## config.mk

```make
export PLATFORM = sky130hd
export DESIGN_NAME = biq_timer_port
export DESIGN_NICKNAME = d
export VERILOG_FILES = /design/src/rtl/biq_pkg.sv /design/src/rtl/biq_prescaler.sv /design/src/rtl/biq_sequencer.sv /design/src/rtl/biq_port_map.sv /design/src/rtl/biq_timer_port.sv
export SDC_FILE = /design/constraint.sdc
export NUM_CORES = 1
export LEC_CHECK = 0
export BUFFER_PORTS_ARGS = -buffer_cell sky130_fd_sc_hd__buf_2
export CORE_UTILIZATION = 57
export CTS_BUF_LIST = sky130_fd_sc_hd__clkbuf_8
export DETAILED_ROUTE_END_ITERATION = 6
export PLACE_DENSITY_LB_ADDON = 0.15
export SKIP_LAST_GASP = 1
export SYNTH_ARGS = -nofsm -noshare
export SYNTH_HDL_FRONTEND = slang
export SYNTH_SLANG_ARGS = --single-unit
```

## constraint.sdc

```tcl
create_clock -name clk_i -period 2 [get_ports clk_i]
set_input_delay 0.2 -clock clk_i [delete_from_list [all_inputs] [get_ports clk_i]]
set_output_delay 0.2 -clock clk_i [all_outputs]
set_load 0.1 [all_outputs]
```

## src/rtl/biq_pkg.sv

```systemverilog
package biq_pkg;

    // Bi-quinary encoding: bit 0 is the binary digit, bits 3..1 the quinary digit
    typedef enum logic [3:0] {
        PH_0 = 4'b0000,
        PH_1 = 4'b0001,
        PH_2 = 4'b0010,
        PH_3 = 4'b0011,
        PH_4 = 4'b0100,
        PH_5 = 4'b0101,
        PH_6 = 4'b0110,
        PH_7 = 4'b0111,
        PH_8 = 4'b1000,
        PH_9 = 4'b1001
    } phase_t;

    // Decoded taps before they are placed on the port
    typedef struct packed {
        logic top;   // high in the upper five phases
        logic mark;  // high in phases 4 and 9
        logic sel;   // variant-placed tap
        logic half;  // divide-by-1024 output
    } taps_t;

endpackage

```

## src/rtl/biq_prescaler.sv

```systemverilog
module biq_prescaler #(
    parameter int DIV = 512
) (
    input  logic clk_i,
    input  logic rst_i,
    input  logic ce_i,
    output logic tick_o
);
    localparam int CW = (DIV > 1) ? $clog2(DIV) : 1;
    localparam logic [CW-1:0] LAST = CW'(DIV - 1);

    logic [CW-1:0] cnt_q;

    assign tick_o = ce_i && (cnt_q == LAST);

    always_ff @(posedge clk_i) begin
        if (rst_i) begin
            cnt_q <= '0;
        end else if (ce_i) begin
            if (cnt_q == LAST) begin
                cnt_q <= '0;
            end else begin
                cnt_q <= cnt_q + 1'b1;
            end
        end
    end
endmodule

```

## src/rtl/biq_sequencer.sv

```systemverilog
module biq_sequencer
    import biq_pkg::*;
(
    input  logic  clk_i,
    input  logic  rst_i,
    input  logic  tick_i,
    output taps_t taps_o
);
    phase_t state_q, state_d;

    // State register
    always_ff @(posedge clk_i) begin
        if (rst_i) begin
            state_q <= PH_0;
        end else begin
            state_q <= state_d;
        end
    end

    // Next-state: advance on tick, wrap after PH_9
    always_comb begin
        state_d = state_q;
        if (tick_i) begin
            unique case (state_q)
                PH_0:    state_d = PH_1;
                PH_1:    state_d = PH_2;
                PH_2:    state_d = PH_3;
                PH_3:    state_d = PH_4;
                PH_4:    state_d = PH_5;
                PH_5:    state_d = PH_6;
                PH_6:    state_d = PH_7;
                PH_7:    state_d = PH_8;
                PH_8:    state_d = PH_9;
                PH_9:    state_d = PH_0;
                default: state_d = PH_0;
            endcase
        end
    end

    // Output decode
    always_comb begin
        taps_o = '0;
        unique case (state_q)
            PH_0:    taps_o = '{top: 1'b0, mark: 1'b0, sel: 1'b0, half: 1'b0};
            PH_1:    taps_o = '{top: 1'b0, mark: 1'b0, sel: 1'b0, half: 1'b1};
            PH_2:    taps_o = '{top: 1'b0, mark: 1'b0, sel: 1'b1, half: 1'b0};
            PH_3:    taps_o = '{top: 1'b0, mark: 1'b0, sel: 1'b1, half: 1'b1};
            PH_4:    taps_o = '{top: 1'b0, mark: 1'b1, sel: 1'b0, half: 1'b0};
            PH_5:    taps_o = '{top: 1'b1, mark: 1'b0, sel: 1'b0, half: 1'b1};
            PH_6:    taps_o = '{top: 1'b1, mark: 1'b0, sel: 1'b1, half: 1'b0};
            PH_7:    taps_o = '{top: 1'b1, mark: 1'b0, sel: 1'b1, half: 1'b1};
            PH_8:    taps_o = '{top: 1'b1, mark: 1'b0, sel: 1'b1, half: 1'b0};
            PH_9:    taps_o = '{top: 1'b1, mark: 1'b1, sel: 1'b0, half: 1'b1};
            default: taps_o = '0;
        endcase
    end
endmodule

```

## src/rtl/biq_port_map.sv

```systemverilog
module biq_port_map
    import biq_pkg::*;
#(
    parameter int BOARD_MAP = 0
) (
    input  taps_t      taps_i,
    output logic [7:0] port_o
);
    generate
        if (BOARD_MAP == 0) begin : g_map_hi
            assign port_o = {taps_i.top, taps_i.mark, taps_i.sel, taps_i.half, 4'b0000};
        end else begin : g_map_lo
            assign port_o = {taps_i.top, taps_i.mark, 1'b0, taps_i.half, taps_i.sel, 3'b000};
        end
    endgenerate
endmodule

```

## src/rtl/biq_timer_port.sv

```systemverilog
module biq_timer_port
    import biq_pkg::*;
#(
    parameter int PRESCALE  = 512,
    parameter int BOARD_MAP = 0
) (
    input  logic       clk_i,
    input  logic       rst_i,
    input  logic       ce_i,
    output logic [7:0] port_o
);
    logic  tick;
    taps_t taps;

    biq_prescaler #(.DIV(PRESCALE)) u_pre (
        .clk_i  (clk_i),
        .rst_i  (rst_i),
        .ce_i   (ce_i),
        .tick_o (tick)
    );

    biq_sequencer u_seq (
        .clk_i  (clk_i),
        .rst_i  (rst_i),
        .tick_i (tick),
        .taps_o (taps)
    );

    biq_port_map #(.BOARD_MAP(BOARD_MAP)) u_map (
        .taps_i (taps),
        .port_o (port_o)
    );
endmodule

```

### Yosys cells after proc, flatten, opt, wreduce, memory -nomap -nowiden

Memory sizes are Yosys's and may differ from the RTL's. A register that Yosys moved wholly into a read port is not among the register bits.
Index checks and enable logic that the tools add are counted.

* bits of input ports: 3
* flip-flop bits (word level): 9
* memories: 2
* ROM bits: 128
* logic and storage cells: 7

Memories
* (no name shown): words 16, width 4, rd ports 1, clocked after memory_dff 0, write ports 0, RTL line biq_sequencer.sv:43 `unique case (state_q)`
* (no name shown): words 16, width 4, rd ports 1, clocked after memory_dff 1, write ports 0, RTL line biq_sequencer.sv:24 `unique case (state_q)`

* add/subtract/negate cells: 1
* equality and inequality tests: 1
* muxes and demuxes: 1
* reduce and logical (&&, ||, !) cells: 1

Operators by type and width (count)
* $add A9 B1 Y9 const B: 1
* $eq A9 B9 Y1 const B: 1
* $mux W9: 1
* $logic_and A1 B1 Y1: 1

### Depth between registers and ports, before layout

* word-level depth: 2
* gate-level depth with buffers: 7

### Modules after synthesis

Synthesis repeated with hierarchy kept, for this count alone.

* cell total of the unflattened synthesis: 94
* area, all modules: 819.5 µm²

By module, submodules not included
* biq_prescaler: times used 1, cells each 48, area each 446.7 µm², seq. area each 180.2 µm²
* biq_sequencer: times used 1, cells each 37, area each 309.0 µm², seq. area each 80.1 µm²
* biq_port_map: times used 1, cells each 9, area each 63.8 µm², seq. area each 0.0 µm²

### Worst setup path before layout

Ideal clock, no wire load.

* path kind: flip-flop to output port
* start point: reg u_seq.state_q[3]
* end point: out port_o[4]
* arrival: 2.618 ns
* slack: -0.818 ns
* stages on the path, launching flop included: 3
* cells stage by stage: dfxtp_1 -> clkbuf_1 -> o21ai_0

* cells in the longest elaborated chain, start to end: 1

Ends and longest elaborated chain
* from (decl): RTL line biq_sequencer.sv:9 `phase_t state_q, state_d;`
* $mem_v2 Z16 W4
* to (decl): RTL line biq_timer_port.sv:10 `output logic [7:0] port_o`

Every way passes these cells.

### Final worst setup path

* start point: reg u_seq.state_q[0]
* end point: out port_o[7]

Same word-level chain as after synthesis.

==> flow_summary.toml <==
[synth]
yosys.area.top_type = "dfxtp_1"
synth_flop_cell = "dfxtp_1"
synth_top_area_share_pct = 34.2
syn_inst = 89
ys_seq_elements = 13
syn_area_um2 = 762
synth_edf_count = 0
seq_area_frac_synth_pct = 34.2
synth.most_common_cell = "dfxtp_1"
async_flop_share_pct = 0
yosys_warnings = 0
synthTopCellsByCount = "dfxtp_1, nor2_1, ha_1, nand2_1, o21ai_0"
synth_area_leaders = "dfxtp_1, ha_1, o21ai_0, nor2_1, buf_4"
avgSynthCellArea_um2 = 8.56
synth_cell_types = 27

[placed_design]
dp.cells = 105
numPortBuffers = 6
place_hpwl_um = 1020
routabilityCongestion = 0.763

[floorplanning]
row_count = 12
start_util_pct = 65.1
fp.dieW_um = 38.6
fp.dieH_um = 38.6
coreArea_um2 = 1170
io_pins = 11
die_area_um2 = 1490

[timing]
setup_viol = 0
fin_setup_tns_ps = 0
hold_violations = 0
clock.fmax_mhz = 545
period_minus_slack_ps = 1840
fin_crit_sh_pct = 91.8
skew_ps = 3.13
rsz0062_at_grt = "false"
slew_violations = 0

[setup_path]
path_max_fanout = 5
path_depth = 6
endpoint_kind = "output pin"
reg2reg_to = "u_seq.state_q[0]$_SDFFE_PP0P_"
cp_data_arrival_time_ps = 1640
worstSetupStartpointType = "register"
cp_num_buf_inv = 2
cp_slowest_cell = "buf_2"
critPathRequiredTime_ps = 1800
reg2reg_depth = 7
crit_start = "u_seq.state_q[0]$_SDFFE_PP0P_"
crit_chain = "inv_1 -> ha_1 -> nor2_1 -> nand2_1 -> o21ai_2 -> buf_2"
crit_type = "register to output pin"
r2r-start = "u_pre.cnt_q[0]$_SDFFE_PP0P_"
path_delay_family = "buffers and inverters"
cpPeakStageDelay_ps = 430
rrSetupSlack_ps = 300
endpoint = "port_o[7]"

[final_layout]
antenna_cells = 0
seqCellArea_um2 = 260
areaGrowthSynthToFinish_pct = 7.88
fill_cells = 105
multi_input_area_um2 = 455
nets = 107
stdcell_count = 109
drive_above_1_share_pct = 12.6

[run_status]
status = "complete, no violations"

[pwr]
pwr_density_cell_nw_per_um2 = 664
peakVddDrop_uv = 551
p_leak_nw = 0.358

[worst_hold_path]
holdCritPathClass = "primary input to register"

[drt]
ant_nets = 0
drc = 0
first_iter_violations = 17
dr_total_vias = 622
via_per_inst = 5.71
wire_per_inst_um = 12.7
drt_wl_total_um = 1380
dr.pass1.iters = 4

[clocking]
cts_made_buffers = 3
cts_setup_buffers = 0
clk-insertion-delay-late_ps = 250
clk_path_buf_depth = 2
cts.sinks = 13
root_buffer = "clkbuf_8"
cts_tree = "built"
htreeDepth = 1
clkTransAtPathRegs_ps = 50

[global_routing]
grt_pass1_wl_um = 2380
grt_max_degree = 14
grt.total_usage_pct = 24.0
antenna_found_initial = 0
grt_overflow = 0
grt_pass1_vias = 574

[job]
maxCapViolCount = 0
==> how the worst min path moves through the flow <==
stage / depth (start not counted) / endpoint / startpoint
2_1_floorplan: 2 / u_pre.cnt_q[7]$_SDFFE_PP0P_ / ce_i
3_3_place_gp: 2 / u_pre.cnt_q[7]$_SDFFE_PP0P_ / rst_i
3_5_place_dp: 2 / u_pre.cnt_q[7]$_SDFFE_PP0P_ / rst_i
4_1_cts: 2 / u_pre.cnt_q[7]$_SDFFE_PP0P_ / rst_i
5_1_grt: 2 / u_seq.state_q[1]$_SDFFE_PP0P_ / rst_i
6_report: 2 / u_pre.cnt_q[7]$_SDFFE_PP0P_ / rst_i
==> sequential cells by signal, summed over array words and instances (netlist names) <==
name	cells
u_seq.state_q	4
u_pre.cnt_q	9
==> metrics by stage <==
step | instance area (um^2) | total power, mW | hold WS, ps | utilization, % | setup slack [ps]
global placement | 774 | 0.323 | 468 | 66.1 | 368
floorplan | 777 | 0.326 | 418 | - | -62.2
CTS | 820 | 0.553 | 223 | 70.0 | 51.3
detailed placement | 774 | 0.324 | 484 | 66.1 | 310
global route | 822 | 0.565 | 235 | 70.2 | 16.3
finish | 822 | 0.546 | 224 | 70.2 | 164
==> final cells by class <==
type / count / area share [%]
Sequential cell: 13 / 31.7
Timing Repair Buffer: 6 / 3.96
Inverter: 3 / 1.37
Clock inverter: 1 / 0.457
Tap cell: 14 / 2.13
Multi-Input combinational cell: 69 / 55.4
Clock buffer: 3 / 5.02
==> metal layers <==
layer	share of wire [%]	wire [um]	track usage (%)
met4	1.4	19	7.76
met3	3.8	53	8.72
met1	48	665	29.6
met5	0	0	0
met2	46	640	38.3
==> layout by cell type, fill, tap and decap left out <==
master     instances
nand4_1            2
nor2b_1            1
o2111ai_1          1
nor2_1            10
dfxtp_1           13
and4b_1            1
a211oi_1           2
mux2i_1            2
buf_4              1
or3_1              3
xor2_1             3
a21oi_1            5
nand3b_1           2
a221oi_2           1
o21ai_1            2
nand2b_1           2
o21ai_0            5
ha_1               8
nand4b_1           1
o21ai_2            1
conb_1             4
nand2_1            8
buf_2              5
nand3_1            3
clkbuf_8           3
nand4_2            1
inv_1              4
nor3b_1            1
==> kinds of logic after synthesis <==
group / Yosys count / synth area share, %
AO/OA/AOI/OAI: 17 / 13.6
AND/OR/NAND/NOR: 35 / 24.5
multiplexers: 2 / 2.63
XOR/XNOR: 3 / 3.45
buffers and inverters: 10 / 8.04
adder cells (fa/ha/maj): 8 / 13.1
flip-flops: 13 / 34.2
other: 1 / 0.492
==> report_power, final <==
group / switching [mW] / internal (mW) / leakage, nW
logic: 0.0449 / 0.00716 / 0.226
clock network: 0.0921 / 0.135 / 0.0269
registers: 0.00340 / 0.263 / 0.105
total: 0.140 / 0.405 / 0.358
==> what timing repair did <==
item | 4_1_cts | 5_1_grt
hold endpoints to repair | 0 | 0
endpoints found under the setup margin | 0 | 1
resized for setup | 0 | 2
hold buffers | 0 | 0
Power figures use the tool's default switching activity.
